==> config.mk <==
export PLATFORM = sky130hd
export DESIGN_NAME = shunt_step_sequencer
export DESIGN_NICKNAME = d
export VERILOG_FILES = /design/src/rtl/shunt_step_sequencer.sv
export SDC_FILE = /design/constraint.sdc
export NUM_CORES = 1
export LEC_CHECK = 0
export ABC_AREA = 1
export BUFFER_PORTS_ARGS = -buffer_cell sky130_fd_sc_hd__buf_2
export CORE_AREA = 2 2 39 41
export CTS_BUF_LIST = sky130_fd_sc_hd__clkbuf_4 sky130_fd_sc_hd__clkbuf_8 sky130_fd_sc_hd__clkbuf_16
export CTS_CLUSTER_SIZE = 24
export DETAILED_ROUTE_END_ITERATION = 8
export DIE_AREA = 0 0 41 43
export PLACE_DENSITY = 0.66
export SKIP_CTS_REPAIR_TIMING = 1
export SLEW_MARGIN = 20
export SYNTH_ARGS = -nofsm -noshare
export SYNTH_HDL_FRONTEND = slang
export SYNTH_SLANG_ARGS = --single-unit
==> constraint.sdc <==
create_clock -name clk -period 1.25 [get_ports clk]
set_input_delay 0.125 -clock clk [delete_from_list [all_inputs] [get_ports clk]]
set_output_delay 0.125 -clock clk [all_outputs]
set_load 0.01 [all_outputs]
==> src/rtl/shunt_step_sequencer.sv <==
module shunt_step_sequencer #(
  parameter int SECTIONS = 3,
  parameter bit INT_SLOW = 1'b0,
  parameter int HALF_DIV = 50
) (
  input  logic                clk,
  input  logic                rst_n,
  input  logic                over_max_i,
  input  logic                under_min_i,
  input  logic                slow_clk_i,
  output logic [SECTIONS-1:0] ctrl_word_o,
  output logic                busy_o,
  output logic                slow_clk_o
);
  localparam int CW = (HALF_DIV > 1) ? $clog2(HALF_DIV) : 1;

  typedef enum logic [1:0] {ARMED, WAIT_LOW, WAIT_RISE, WAIT_FALL} state_t;

  state_t              state;
  logic [1:0]          ov_s, un_s;
  logic                lvl, lvl_q;
  logic [SECTIONS-1:0] word, pend;

  always_ff @(posedge clk or negedge rst_n)
    if (!rst_n) begin
      ov_s <= '0;
      un_s <= '0;
    end else begin
      ov_s <= {ov_s[0], over_max_i};
      un_s <= {un_s[0], under_min_i};
    end

  generate
    if (INT_SLOW) begin : g_div
      logic [CW-1:0] cnt;
      logic          div_q;
      always_ff @(posedge clk or negedge rst_n)
        if (!rst_n) begin
          cnt   <= '0;
          div_q <= 1'b0;
        end else if (cnt == CW'(HALF_DIV - 1)) begin
          cnt   <= '0;
          div_q <= ~div_q;
        end else begin
          cnt <= cnt + 1'b1;
        end
      assign lvl = div_q;
    end else begin : g_ext
      logic [1:0] sk;
      always_ff @(posedge clk or negedge rst_n)
        if (!rst_n) sk <= '0;
        else        sk <= {sk[0], slow_clk_i};
      assign lvl = sk[1];
    end
  endgenerate

  wire rise = lvl & ~lvl_q;
  wire fall = ~lvl & lvl_q;

  always_ff @(posedge clk or negedge rst_n)
    if (!rst_n) begin
      state <= ARMED;
      lvl_q <= 1'b0;
      word  <= '1;
      pend  <= '1;
    end else begin
      lvl_q <= lvl;
      case (state)
        ARMED:
          if (ov_s[1] | un_s[1]) begin
            pend  <= ov_s[1] ? {word[SECTIONS-2:0], 1'b1} : {1'b0, word[SECTIONS-1:1]};
            state <= lvl ? WAIT_LOW : WAIT_RISE;
          end
        WAIT_LOW:  if (!lvl) state <= WAIT_RISE;
        WAIT_RISE: if (rise) begin
                     word  <= pend;
                     state <= WAIT_FALL;
                   end
        WAIT_FALL: if (fall) state <= ARMED;
        default:   state <= ARMED;
      endcase
    end

  assign ctrl_word_o = word;
  assign busy_o      = (state != ARMED);
  assign slow_clk_o  = lvl;
endmodule

==> results of run 1 <==
-- through the flow --
stage                     hold WS (ns)  instance area, um^2  setup WS (ns)  setup TNS (ns)
final                           0.2435                802.0       -0.04770        -0.04770
after global routing            0.2966                802.0       -0.08450         -0.2666
after CTS                      -0.2739                728.2        -0.1619         -0.2177
after detailed placement       0.04867                700.7      -0.008609       -0.008609
after global placement         0.04224                700.7        0.01567               0
after floorplan                -0.1706                635.6        0.09957               0
-- state kept, by name, indices dropped and copies added, names as in the netlist --
register     cells
ov_s             2
state            2
un_s             2
g_ext.sk         2
pend             3
lvl_q            1
ctrl_word_o      3
-- metal layers --
metal | GRT usage | share of wire | up-vias
li1 | - | - | 241
met1 | 0.1684 | 0.44 | 227
met2 | 0.2469 | 0.48 | 13
met3 | 0.03141 | 0.041 | 5
met4 | 0.1400 | 0.038 | 0
met5 | 0 | 0 | -
-- synth_stat cells (all sizes together) --
cell / n / share of area
nand2: 18 / 0.11
inv: 10 / 0.059
dfrtp: 9 / 0.35
o21ai: 9 / 0.071
dfstp: 6 / 0.25
ha: 4 / 0.079
nand3: 4 / 0.031
nor2: 2 / 0.016
a21boi: 1 / 0.012
o211ai: 1 / 0.012
o21a: 1 / 0.012
-- how the worst min path moves through the flow --
stage                     startpoint  slack, ns  cells past startpoint           to
after floorplan                rst_n      -0.17                      0  g_ext.sk[0]
after global placement         rst_n       0.04                      1        lvl_q
after detailed placement       rst_n       0.05                      1        lvl_q
after CTS                      rst_n      -0.27                      1      un_s[0]
after global routing           rst_n       0.30                      2      un_s[0]
final                          rst_n       0.24                      2      ov_s[0]
-- kinds of logic after synthesis --
family / Yosys count / synth area share
and+or+nand+nor: 24 / 0.1535
AOI/OAI and AO/OA: 12 / 0.1063
adders and majority gates: 4 / 0.07874
buffers and inverters: 10 / 0.05905
DFF: 15 / 0.6024
-- final cells by class --
class / count / area (um^2)
Clock buffer: 3 / 22.52
Clock inverter: 1 / 5.005
Fill cell: 112 / 581.8
Inverter: 10 / 40.04
Multi-Input combinational cell: 40 / 232.7
Sequential cell: 15 / 382.9
Tap cell: 16 / 20.02
Timing Repair Buffer: 14 / 98.84
-- worst register-to-register path, cell delays in order (launching register included) --
cell and delay [ns]:
dfrtp_1 0.41, inv_2 0.07, ha_1 0.27, nand2_1 0.09, nand2_1 0.07, o21ai_0 0.15
nand2_1 0.07
-- power by group through the flow --
stage               Sequential, uW  Clock (uW)  Combinational (uW)
global placement               764           0                 581
CTS                            763         293                 591
floorplan                      773           0                 408
global route                   791         301                 833
detailed placement             771           0                 588
finish                         766         291                 727
-- cell usage in the layout (no fill, tap or decap) --
| master | count |
|---|---|
| clkbuf_4 | 3 |
| nand3_2 | 1 |
| a21boi_1 | 1 |
| buf_6 | 1 |
| inv_4 | 1 |
| o21ai_1 | 1 |
| dfrtp_1 | 9 |
| ha_4 | 1 |
| o21ai_0 | 8 |
| nor2_2 | 1 |
| inv_2 | 2 |
| inv_1 | 7 |
| dlygate4sd3_1 | 4 |
| clkinv_2 | 1 |
| nand2_1 | 18 |
| o211ai_1 | 1 |
| ha_1 | 3 |
| buf_2 | 8 |
| nor2_1 | 1 |
| o21a_1 | 1 |
| nand3_1 | 3 |
| buf_4 | 1 |
| dfstp_2 | 6 |
==> flow_summary.ini, run 1 <==
[outcome]
status = finished with violations
failed_checks = negative setup slack

[clocking]
cts_buffers = 3
cts_max_path_buffers = 2
cts_tree = yes
worstSkewPairLatency_ns = 0.30
clkSinkCount = 15
ctsRootBufferMaster = clkbuf_4
cts.reportedPaths.clkPinSlew_ns = 0.09
clock_tree.htree_level_count = 1

[hold_path]
hp_class = in -> async

[critical_path]
cell_by_cell_listing_of_the_critical_path = inv_2 -> ha_4 -> inv_4 -> buf_6
cp.depth = 4
worst_r2r_path_depth = 6
timing.critical_path.from_type = register
gate_family_responsible_for_the_most_delay_along_the_worst_path = flip-flops
endpoint_of_the_worst_setup_timing_path = busy_o
crit_path_max_fanout = 5
timing.critical_path.from = state[1]
reg2reg_from = state[0]
slowest_stage = dfrtp_1
cp_data_required_time_ns = 1.12
critPathCaptureType = primary output
regToRegSetupSlack_ns = 0.02
critical_path_class = reg -> out
timing.critical_path.arrival_ns = 1.17
crit-reg2reg-capture = state[0]
cp_slowest_stage_delay_ns = 0.44
timing.critical_path.buf_inv = 3

[route]
drt_first_iter_violations = 11
detailedRoute.firstPassIterationCount = 4
dr_vias = 486
antenna_left = 0
via_per_inst = 4.909
route.detailed.drc = 0
wire_length_per_cell_after_detailed_routing_um = 11.64
totalWireLength_um = 1152

[power]
irDropWorstVdd_mv = 0.8823
powerDensity_nw_per_um2 = 2225
p_int_uw = 1124
clock_power_share = 0.163
power.total_uw = 1785
switching_share = 0.3702
switching_power_uw = 660.8
power_frac_seq = 0.429
static-leakage-power_uw = 0.0003965
comb_power_share = 0.407

[placed_design]
buffer_ports.inserted = 9
gp_congestion = 0.8235
hpwl_um = 782.6
placed_cells = 90

[logic_synthesis]
synth_seq_cells = 15
mappedNetlistArea_um2 = 635.6
postSynthCellCount = 65
post_synth_num_cell_types = 13
synth.yosys.seq_area_share = 0.6024
yosys_warnings = 0
postSynthAreaPerCell_um2 = 9.779
postSynthNetCount = 74

[floorplan]
fp-row-count = 14
dieWidth_um = 41
design.core.area_um2 = 1384
floorplan.initialDensity = 0.4593
io_pins = 10
fp.dieH_um = 43
floorplan_die_area_um2 = 1763

[global_route]
first_global_vias = 481
grt_pass1_wl_um = 1773
grt_antenna_before_repair = 0
grt_max_degree = 16
combined_global_route_utilization_of_all_metal_layers = 0.1588
overflow_after_grt = 0

[sta]
layout_worst_path_cycle_share = 1.038
period_minus_slack_ns = 1.298
rsz0062_at_grt = yes
relSlewSlack = 0.7829
worst-slew-pin-transition_ns = 0.3257
setup-violations-final = 1
finalMaxSlewViolations = 0
clock-skew-final_ns = 0.003934
max_clock_freq_mhz = 770.6
hold_viol = 0
final_critical_path_setup_slack_ns = -0.04770

[finish]
antenna-diode-count = 0
drive_gt1_frac = 0.3133
nets = 93
final_core_util = 0.5796
final-instance-count-excl-fill = 99
areaGrowthSynthToFinish_pct = 26.18

[flow_run]
drv.max_cap_violation_count = 0
Power figures use the tool's default switching activity.
==> run 2: changes to the inputs <==
--- a/config.mk
+++ b/config.mk
@@ -12,8 +12,9 @@
 export CTS_CLUSTER_SIZE = 24
 export DETAILED_ROUTE_END_ITERATION = 8
 export DIE_AREA = 0 0 41 43
-export PLACE_DENSITY = 0.66
+export PLACE_DENSITY = 0.69
 export SKIP_CTS_REPAIR_TIMING = 1
+export SKIP_LAST_GASP = 1
 export SLEW_MARGIN = 20
 export SYNTH_ARGS = -nofsm -noshare
 export SYNTH_HDL_FRONTEND = slang
==> constraint.sdc (replaced) <==
create_clock -name clk -period 1.5 [get_ports clk]
set_input_delay 0.15 -clock clk [delete_from_list [all_inputs] [get_ports clk]]
set_output_delay 0.15 -clock clk [all_outputs]
set_load 0.01 [all_outputs]
==> run 2 against run 1 <==
  * The run now ends clean
  * Total power decreased by 23%
  * Global-route usage increased by 0.36 points
  * Critical path depth unchanged
  * Utilization decreased by 2.4 points
  * Sequential share of layout area increased by 2.1 points
  * Via count decreased by 3.5%
  * Sequential power decreased by 17%
  * Combinational power decreased by 31%
  * Setup slack improved by 0.14 ns
  * Highest routed layer unchanged
==> flow_summary.ini, run 2 (synthesized netlist as in run 1, its figures left out) <==
[critical_path]
timing.critical_path.arrival_ns = 1.26
crit_path_max_fanout = 5
timing.critical_path.from_type = register
critPathCaptureType = primary output
slowest_stage = dfrtp_1
critical_path_class = reg -> out
cell_by_cell_listing_of_the_critical_path = inv_1 -> ha_1 -> inv_2 -> buf_2
worst_r2r_path_depth = 6
crit-reg2reg-capture = pend[0]
regToRegSetupSlack_ns = 0.22
gate_family_responsible_for_the_most_delay_along_the_worst_path = flip-flops
cp_slowest_stage_delay_ns = 0.42
cp_data_required_time_ns = 1.35
timing.critical_path.buf_inv = 3
reg2reg_from = state[1]

[finish]
layout_commonest_cell = nand2_1
antenna-diode-count = 0
final-instance-count-excl-fill = 98
drive_gt1_frac = 0.2561
nets = 92
areaGrowthSynthToFinish_pct = 20.87
final_core_util = 0.5552
layout.cells.most_common_list = 18 x nand2_1, 9 x inv_1, 9 x o21ai_0, 9 x dfrtp_1, 9 x buf_2

[floorplan]
io_pins = 10
floorplan_die_area_um2 = 1763
fp-row-count = 14
floorplan.initialDensity = 0.4593
design.core.area_um2 = 1384
dieWidth_um = 41
fp.dieH_um = 43

[sta]
finalMaxSlewViolations = 0
worst-slew-pin-transition_ns = 0.3121
relSlewSlack = 0.7919
setup-violations-final = 0
clock-skew-final_ns = 0.004777
period_minus_slack_ns = 1.409
timing.setup.tns_ns = 0
rsz0062_at_grt = no
max_clock_freq_mhz = 709.8
layout_worst_path_cycle_share = 0.9393
hold_viol = 0

[clocking]
ctsRootBufferMaster = clkbuf_4
clock_tree.htree_level_count = 1
cts_tree = yes
worstSkewPairLatency_ns = 0.29
cts_max_path_buffers = 2
clkSinkCount = 15
cts_buffers = 3
cts.reportedPaths.clkPinSlew_ns = 0.09

[power]
static-leakage-power_uw = 0.0003892
irDropWorstVdd_mv = 0.8420
powerDensity_nw_per_um2 = 1783

[global_route]
combined_global_route_utilization_of_all_metal_layers = 0.1624
global_route_met2_usage = 0.2281
grt_pass1_wl_um = 1807
grt_antenna_before_repair = 0
grt_max_degree = 16
overflow_after_grt = 0
first_global_vias = 431
met1_usage = 0.2014
groute.layer.met3.usage = 0.06283
grt.busiest_layer = met2

[route]
dr_vias = 469
wire_length_per_cell_after_detailed_routing_um = 11.17
antenna_left = 0
via_per_inst = 4.786
route.detailed.drc = 0
detailedRoute.firstPassIterationCount = 4
totalWireLength_um = 1095
drt_first_iter_violations = 3

[hold_path]
hp_class = in -> async

[placed_design]
gp_congestion = 0.7962
hpwl_um = 797.6
buffer_ports.inserted = 9
placed_cells = 90

[outcome]
status = completed

[flow_run]
drv.max_cap_violation_count = 0
## run 2: layout make-up
cell class / instances / area (um^2)
clock inverter: 1 / 5.005
inverter: 10 / 37.54
sequential: 15 / 382.9
timing repair buffer: 13 / 85.08
tap: 16 / 20.02
multi-input combinational: 40 / 215.2
clock buffer: 3 / 22.52
fill: 132 / 615.6
## run 2: worst register-to-register path: cells and delay by family, from the launching register on
family	cells	cell delay (ns)
flip-flops	1	0.42
adder cells (fa/ha/maj)	1	0.24
AO/OA/AOI/OAI	2	0.19
AND/OR/NAND/NOR	1	0.18
buffers and inverters	2	0.17
## run 2: how the worst max path moves through the flow
| stage | start | cells after the start | slack, ns | to |
|---|---|---|---|---|
| finish | state[1] | 4 | 0.09 | busy_o |
| global route | state[1] | 4 | 0.0001 | busy_o |
| CTS | state[1] | 4 | 0.08 | busy_o |
| detailed placement | state[1] | 6 | 0.24 | pend[0] |
| global placement | state[1] | 6 | 0.27 | pend[0] |
| floorplan | state[0] | 6 | 0.35 | pend[1] |
## run 2: metrics by stage
step | worst slack (ns) | total power [uW] | cell area (um^2) | hold WS [ns]
floorplan | 0.3496 | 984.2 | 635.6 | -0.1456
global placement | 0.2677 | 1121 | 700.7 | 0.06105
detailed placement | 0.2399 | 1141 | 700.7 | 0.06291
CTS | 0.08228 | 1379 | 728.2 | -0.2592
global route | 0.0001164 | 1499 | 768.2 | 0.3261
finish | 0.09112 | 1370 | 768.2 | 0.2718
## run 2: routing by layer
metal	vias to the layer above	wire, um
li1	237	-
met1	215	483
met2	12	529
met3	5	53
met4	0	29
met5	-	0
## run 2: report_power, final
group,switching (uW),internal [uW]
Combinational,298,203
Sequential,73.8,563
Clock,133,99.2
Total,505,865
